**config.mk**
```make
export PLATFORM = sky130hd
export DESIGN_NAME = subidle_top
export DESIGN_NICKNAME = d
export VERILOG_FILES = /design/src/rtl/subidle_pkg.sv /design/src/rtl/subidle_dp.sv /design/src/rtl/subidle_ctrl.sv /design/src/rtl/subidle_top.sv
export SDC_FILE = /design/constraint.sdc
export NUM_CORES = 1
export LEC_CHECK = 0
export ABC_AREA = 1
export CORE_MARGIN = 2
export CORE_UTILIZATION = 41
export CTS_BUF_LIST = sky130_fd_sc_hd__clkbuf_4
export DETAILED_ROUTE_END_ITERATION = 7
export PLACE_DENSITY = 0.85
export SLEW_MARGIN = 20
export SYNTH_ARGS = -nofsm -noshare
export SYNTH_HDL_FRONTEND = slang
export SYNTH_SLANG_ARGS = --single-unit
```
**constraint.sdc**
```tcl
create_clock -name clk -period 2.5 [get_ports clk]
set_input_delay 0.5 -clock clk [delete_from_list [all_inputs] [get_ports clk]]
set_output_delay 0.5 -clock clk [all_outputs]
set_load 0.01 [all_outputs]
```
**src/rtl/subidle_pkg.sv**
```systemverilog
package subidle_pkg;
  typedef enum logic [1:0] {
    ST_RUN  = 2'd0,
    ST_WAKE = 2'd1,
    ST_IDLE = 2'd2
  } idle_state_t;

  typedef struct packed {
    logic enter;   // idle entered: save context, clear stop
    logic abort;   // entry refused by pending request: clear stop
    logic cntClr;  // start of wake delay
    logic cntInc;  // wake delay running
  } idle_strobe_t;
endpackage

```
**src/rtl/subidle_dp.sv**
```systemverilog
module subidle_dp
  import subidle_pkg::*;
#(
  parameter int NUM_EXT  = 8,
  parameter int NUM_INT  = 4,
  parameter int WAKE_CYC = 12
) (
  input  logic               clk,
  input  logic               rstN,
  input  idle_strobe_t       stb,
  input  logic               wrAllow,
  input  logic               inIdle,
  input  logic               inWake,
  input  logic               onSubclk,
  input  logic               ctlWrEn,
  input  logic [1:0]         ctlMode,
  input  logic               ctlStop,
  input  logic [1:0]         ctlNmiDis,
  input  logic               ctlIntDis,
  input  logic               pllReq,
  input  logic [1:0]         nmiReq,
  input  logic [NUM_EXT-1:0] extIrq,
  input  logic [NUM_EXT-1:0] extMask,
  input  logic [NUM_INT-1:0] intIrq,
  input  logic [NUM_INT-1:0] intMask,
  output logic               entryReq,
  output logic               wakeAny,
  output logic               cntDone,
  output logic               stopFlag,
  output logic               pllEn,
  output logic               clkSelSub
);
  localparam int CNT_W = $clog2(WAKE_CYC + 1);
  localparam logic [CNT_W-1:0] CNT_LAST = CNT_W'(WAKE_CYC - 1);

  logic [1:0]       modeReg;
  logic [1:0]       nmiDisReg;
  logic             intDisReg;
  logic             stopReg;
  logic             pllSaved;
  logic             selReg;
  logic [CNT_W-1:0] cnt;

  logic [NUM_EXT-1:0] extHit;
  logic [NUM_INT-1:0] intHit;
  logic [1:0]         nmiHit;

  genvar g;
  generate
    for (g = 0; g < NUM_EXT; g++) begin : gExt
      assign extHit[g] = extIrq[g] & ~extMask[g];
    end
    for (g = 0; g < NUM_INT; g++) begin : gInt
      assign intHit[g] = intIrq[g] & ~intMask[g];
    end
    for (g = 0; g < 2; g++) begin : gNmi
      assign nmiHit[g] = nmiReq[g] & ~nmiDisReg[g];
    end
  endgenerate

  logic modeOk;
  assign modeOk   = (modeReg[0] == 1'b0);
  assign entryReq = stopReg & onSubclk & modeOk;
  assign wakeAny  = (|nmiHit) | (((|extHit) | (|intHit)) & ~intDisReg);
  assign cntDone  = (cnt == CNT_LAST);

  always_ff @(posedge clk or negedge rstN) begin
    if (!rstN) begin
      modeReg   <= 2'b00;
      nmiDisReg <= 2'b00;
      intDisReg <= 1'b0;
    end else if (wrAllow && ctlWrEn) begin
      modeReg   <= ctlMode;
      nmiDisReg <= ctlNmiDis;
      intDisReg <= ctlIntDis;
    end
  end

  always_ff @(posedge clk or negedge rstN) begin
    if (!rstN) begin
      stopReg <= 1'b0;
    end else if (stb.enter || stb.abort) begin
      stopReg <= 1'b0;
    end else if (wrAllow && ctlWrEn) begin
      stopReg <= ctlStop;
    end
  end

  always_ff @(posedge clk or negedge rstN) begin
    if (!rstN) begin
      pllSaved <= 1'b0;
      selReg   <= 1'b0;
    end else if (stb.enter) begin
      pllSaved <= pllReq;
      selReg   <= 1'b1;
    end
  end

  always_ff @(posedge clk or negedge rstN) begin
    if (!rstN) begin
      cnt <= '0;
    end else if (stb.cntClr) begin
      cnt <= '0;
    end else if (stb.cntInc) begin
      cnt <= cnt + 1'b1;
    end
  end

  always_comb begin
    if (inIdle)      pllEn = 1'b0;
    else if (inWake) pllEn = pllSaved;
    else             pllEn = pllReq;
  end

  assign stopFlag  = stopReg;
  assign clkSelSub = selReg;
endmodule

```
**src/rtl/subidle_ctrl.sv**
```systemverilog
module subidle_ctrl
  import subidle_pkg::*;
(
  input  logic         clk,
  input  logic         rstN,
  input  logic         entryReq,
  input  logic         wakeAny,
  input  logic         cntDone,
  output idle_state_t  state,
  output idle_strobe_t stb
);
  idle_state_t nextState;

  always_comb begin
    nextState = state;
    stb       = '0;
    unique case (state)
      ST_RUN: begin
        if (entryReq) begin
          if (wakeAny) begin
            stb.abort = 1'b1;
          end else begin
            stb.enter = 1'b1;
            nextState = ST_IDLE;
          end
        end
      end
      ST_IDLE: begin
        if (wakeAny) begin
          stb.cntClr = 1'b1;
          nextState  = ST_WAKE;
        end
      end
      ST_WAKE: begin
        stb.cntInc = 1'b1;
        if (cntDone) nextState = ST_RUN;
      end
      default: nextState = ST_RUN;
    endcase
  end

  always_ff @(posedge clk or negedge rstN) begin
    if (!rstN) state <= ST_RUN;
    else       state <= nextState;
  end
endmodule

```
**src/rtl/subidle_top.sv**
```systemverilog
module subidle_top
  import subidle_pkg::*;
#(
  parameter int NUM_EXT  = 8,
  parameter int NUM_INT  = 4,
  parameter int WAKE_CYC = 12
) (
  input  logic               clk,
  input  logic               rstN,
  input  logic               onSubclk,
  input  logic               ctlWrEn,
  input  logic [1:0]         ctlMode,
  input  logic               ctlStop,
  input  logic [1:0]         ctlNmiDis,
  input  logic               ctlIntDis,
  input  logic               pllReq,
  input  logic [1:0]         nmiReq,
  input  logic [NUM_EXT-1:0] extIrq,
  input  logic [NUM_EXT-1:0] extMask,
  input  logic [NUM_INT-1:0] intIrq,
  input  logic [NUM_INT-1:0] intMask,
  output logic               cpuClkEn,
  output logic               flashClkEn,
  output logic               perClkEn,
  output logic               subPerClkEn,
  output logic               oscEn,
  output logic               pllEn,
  output logic               clkSelSub,
  output logic               stopFlag,
  output logic [1:0]         stat
);
  idle_state_t  state;
  idle_strobe_t stb;
  logic entryReq, wakeAny, cntDone;
  logic runNow;

  assign runNow = (state == ST_RUN);

  subidle_ctrl u_ctrl (
    .clk(clk), .rstN(rstN), .entryReq(entryReq), .wakeAny(wakeAny),
    .cntDone(cntDone), .state(state), .stb(stb)
  );

  subidle_dp #(.NUM_EXT(NUM_EXT), .NUM_INT(NUM_INT), .WAKE_CYC(WAKE_CYC)) u_dp (
    .clk(clk), .rstN(rstN), .stb(stb), .wrAllow(runNow),
    .inIdle(state == ST_IDLE), .inWake(state == ST_WAKE),
    .onSubclk(onSubclk), .ctlWrEn(ctlWrEn), .ctlMode(ctlMode),
    .ctlStop(ctlStop), .ctlNmiDis(ctlNmiDis), .ctlIntDis(ctlIntDis),
    .pllReq(pllReq), .nmiReq(nmiReq), .extIrq(extIrq), .extMask(extMask),
    .intIrq(intIrq), .intMask(intMask), .entryReq(entryReq),
    .wakeAny(wakeAny), .cntDone(cntDone), .stopFlag(stopFlag),
    .pllEn(pllEn), .clkSelSub(clkSelSub)
  );

  assign cpuClkEn    = runNow;
  assign flashClkEn  = runNow;
  assign perClkEn    = runNow;
  assign subPerClkEn = 1'b1;
  assign oscEn       = 1'b1;
  assign stat        = state;
endmodule

```
After elaboration in Yosys (flattened, before gate mapping)
Cells that the tools add are included.

word-level totals
  ROM bits = 0
  latch bits = 0
  bits in writable memories = 0
  register bits = 13
  memories kept = 0
  logic and storage cells = 77
  bits of input ports = 37
  output and inout port bits = 10

cells by class
  bitwise logic cells = 35
  add/sub/neg operators = 1
  shift-type cells = 0
  magnitude comparators = 0
  $mul = 0
  div/mod/pow operators = 0
  reduce and logical (&&, ||, !) cells = 9
  mux-type cells = 17
  eq/ne operators = 7

operators with widths
  cell                                           number
  bitwise AND 1 bit                              17
  NOT 1 bit                                      16
  2-to-1 mux 2 bit                               6
  2-to-1 mux 1 bit                               8
  2-to-1 mux 4 bit                               2
  inequality test 2 bit, second input constant   4
  OR reduction 8 bit                             1
  one-hot mux 2 bit (3 select lines)             1
  adder 4 x 1 -> 4 bit, second input constant    1
  == test 4 bit, second input constant           1
  AND reduction 4 bit                            1
  nonzero test 2 bit                             2
  OR reduction 4 bit                             1
  == test 2 x 1 -> 1 bit, second input constant  1
  == test 2 bit, second input constant           1
  logical NOT 2 bit                              1
  bitwise OR 1 bit                               2
  OR reduction 2 bit                             1
  logical AND 1 bit                              1
  logical OR 1 bit                               1

Depth between registers and ports, before layout
  depth in word-level cells = 11
  mapped depth = 10
  depth with buffers taken out = 10

Hierarchy
Synthesis repeated with hierarchy kept, for this count alone.

unflattened totals
  cell total of the unflattened synthesis = 125
  area, all modules = 808.3 sq um

by module, submodules not included
  module        cells each  instances  seq. area each (sq um)  area each (sq um)
  subidle_dp    94          1          275.3                   629.4
  subidle_ctrl  21          1          50.0                    126.4
  subidle_top   10          1          0.0                     52.6

Worst setup path before layout
OpenSTA, ideal clock, no wires.

  kind = flip-flop to output port
  start = register u_ctrl.state[0]
  end = output pllEn
  required time = 2.000 ns
  data arrival time = 0.893 ns
  path buffers = 0
  stages on the path, launching flop included = 6
  slack = 1.107 ns
  cells stage by stage = dfrtp_1 inv_1 nor2_4 inv_2 nor2_1 nor2_1

on the way
  word-level cells in the longest chain between the ends = 3
  elaborated cells between the ends (all ways) = 4
  those cells by class = eq/ne (2); mux (2)

RTL lines
  item                    line                RTL
  from (decl)             subidle_ctrl.sv:9   output idle_state_t state,
  from (signal assigned)  subidle_ctrl.sv:44  else state <= nextState;
  == test 2 x 1 -> 1 bit  subidle_top.sv:46   .inIdle(state == ST_IDLE), .inWake(state == ST_WAKE),
  2-to-1 mux 1 bit        subidle_dp.sv:111   else if (inWake) pllEn = pllSaved;
  2-to-1 mux 1 bit *      subidle_dp.sv:110   if (inIdle) pllEn = 1'b0;
  to (decl)               subidle_top.sv:27   output logic pllEn,

Every way passes the cells marked *; elsewhere a longest branch is shown, timed or not.

Final worst setup path
  start = input pllReq
  end = output pllEn

on the way
  word-level cells in the longest chain between the ends = 2

RTL lines
  item              line               RTL
  from (decl)       subidle_top.sv:16  input logic pllReq,
  2-to-1 mux 1 bit  subidle_dp.sv:111
  2-to-1 mux 1 bit  subidle_dp.sv:110

No other way between the ends.

==> reports/summary.md <==
• via count: 797
• initial drt markers: 12
• final number of hold-violating endpoints: 0
• setup repair after global routing missed its margin: false
• status: finished, final reports clean
• Peak Freq: 450 MHz
• CP Capture Type: output pin
• power density of the placed cells: 814 nW/um^2
• final setup vio count: 0
• initial antenna violation count: 0
• WL per Instance: 10.3 microns
• Critical Path RT: 2.00 ns
• max-slew violation count: 0
• Slew HR: 0.629
• highest net fanout along the worst path: 2
• smallest hold slack: 0.482 ns
• Die Wd: 47.9 microns
• clock buffer count from CTS: 3
• signal arrival time at the worst endpoint: 1.72 ns
• worst slew pin tran: 0.555 ns
• Syn. warnings: 0
• post-CTS setup repair buffer count: 0
• critical path launch point type: input port
• Static Leak: 0.654 nW
• number of global-route vias before repair: 705
• maximum buffer depth of the clock tree: 2
• count of instances resized after the clock tree is built: 0
• diode insertion count for antenna repair: 0
• final critical-path required period: 2.22 ns
• post-synthesis sequential area ratio: 0.411
• starting density of the core: 0.448
• clock skew after layout: 0.0109 ns
• Total Power Consumption: 1.02 mW
• total of hold buffers inserted after clock tree synthesis: 0
• kind of path behind the tightest hold check: reg2reg
• number of core rows: 15
• Max-cap violations: 0
• flop and latch count out of synthesis: 13
• core footprint: 1760 sq um
• number of standard cells after synthesis: 111
• global route overflow: 0
• H-tree levels: 1
• area enclosed by the die boundary: 2300 sq um
• IO Count: 47
• post-route DRC violation count: 0
• clock sink total: 13
• routed wire length: 1.85 mm
• final net count: 194
• half-perimeter wire length of the detailed placement result: 1.62 mm
• classification of the worst setup path: in2out
• number of search-and-repair iterations in the first detailed-routing pass: 4
• top library cells by usage in the layout, fill and taps aside: clkdlybuf4s50_1 (43), nand2_1 (35), inv_1 (21)
• Final Wtd Congestion: 0.723
• die height: 47.9 microns
• number of different library cells in the post-synthesis netlist: 22
• clock slew seen by the registers of the worst setup and hold paths: 0.06 ns
• worst skew pair latency: 0.28 ns
• clock tree from TritonCTS: yes
• maximum number of pins on one net before global-route repair: 14
• syn_area_per_cell: 7.12 sq um
• root buffer selected by CTS: clkbuf_4
• final cycle utilization of the critical path: 0.889
• VDD IR max: 0.000688 V
• setup tns final: 0 ns
• layout cells sized above 1: 0.0839
• GRT Util Overall: 0.198
• layout overhead on the synthesized area: 58.9%
• wire length of the first global-routing pass: 3.04 mm
• commonest non-fill, non-tap cell in the layout: clkdlybuf4s50_1
• Avg Vias per Cell: 4.43
• total standard cell area after synthesis: 791 sq um
• number of routed nets with antenna violations: 0
• input/output buffers: 43
-- state kept, by name, summed over array words and instances, names as in the netlist --
| signal | flops |
|---|---|
| u_dp.cnt | 4 |
| u_ctrl.state | 2 |
| u_dp.nmiDisReg | 2 |
| u_dp.clkSelSub | 1 |
| u_dp.intDisReg | 1 |
| u_dp.modeReg | 1 |
| u_dp.pllSaved | 1 |
| u_dp.stopFlag | 1 |
-- where the power goes --
part           internal, mW  leakage (nW)  switching [mW]
registers             0.304         0.163          0.0620
clock network        0.0729        0.0184          0.0666
logic                 0.258         0.473           0.259
-- cell families after synthesis --
logic type	share of synthesized area
and+or+nand+nor	0.340
xor gates and xnor gates	0.0222
other	0.00474
AOI/OAI and AO/OA	0.0585
DFF	0.411
buffers and inverters	0.147
adders and majority gates	0.0158
-- metal layers --
layer	track usage	up-vias	share of wire
met3	0.0679	5	0.053
met2	0.331	20	0.51
met1	0.216	355	0.41
met4	0.114	0	0.022
met5	0	-	0
li1	-	417	-
-- Yosys cell counts --
library cell	n	area [sq um]
nand2_1	35	131
inv_1	21	78.8
dfrtp_1	13	325
nor2_1	7	26.3
nand3_1	5	25.0
o21ai_0	5	25.0
buf_4	4	30.0
inv_2	2	7.51
nand2_4	2	22.5
nor2_2	2	12.5
o21ai_1	2	10.0
or2_1	2	12.5
xor2_1	2	17.5
a21oi_1	1	5.00
conb_1	1	3.75
ha_1	1	12.5
nand2_2	1	6.26
nand3_2	1	10.0
nand4_1	1	6.26
nor2_4	1	11.3
nor3_1	1	5.00
o22ai_1	1	6.26
-- critical path, stage by stage --
cell and delay (ns):
clkdlybuf4s50_1 0.48, o21ai_0 0.09, nor2_1 0.11, clkdlybuf4s50_1 0.54
-- per-stage QoR --
step / worst slack (ns) / utilization / cells / area (sq um)
after global placement: 0.300 / 0.695 / 176 / 1230
after floorplan: 1.11 / - / 112 / 795
final: 0.277 / 0.712 / 180 / 1260
after detailed placement: 0.276 / 0.695 / 176 / 1230
after CTS: 0.276 / 0.712 / 180 / 1260
after global routing: 0.219 / 0.712 / 180 / 1260
-- worst paths after layout --
path | cells after the start | start | slack, ns | endpoint
setup / recovery | 4 | pllReq | 0.28 | pllEn
hold / removal | 2 | u_dp.pllSaved | 0.48 | u_dp.pllSaved
setup reg to reg | 4 | u_ctrl.state[1] | 1.26 | u_dp.pllSaved
hold reg to reg | 2 | u_dp.pllSaved | 0.48 | u_dp.pllSaved
max in group asynchronous | 1 | rstN | 1.56 | u_dp.nmiDisReg[0]
min in group asynchronous | 1 | rstN | 0.57 | u_ctrl.state[0]
-- final cells by class --
type / instances / area, sq um
clock buffer: 4 / 30.0
fill: 149 / 508
inverter: 23 / 86.3
multi-input combinational: 72 / 353
sequential: 13 / 325
tap: 25 / 31.3
timing repair buffer: 43 / 430
(Power assumes the default switching activity.)
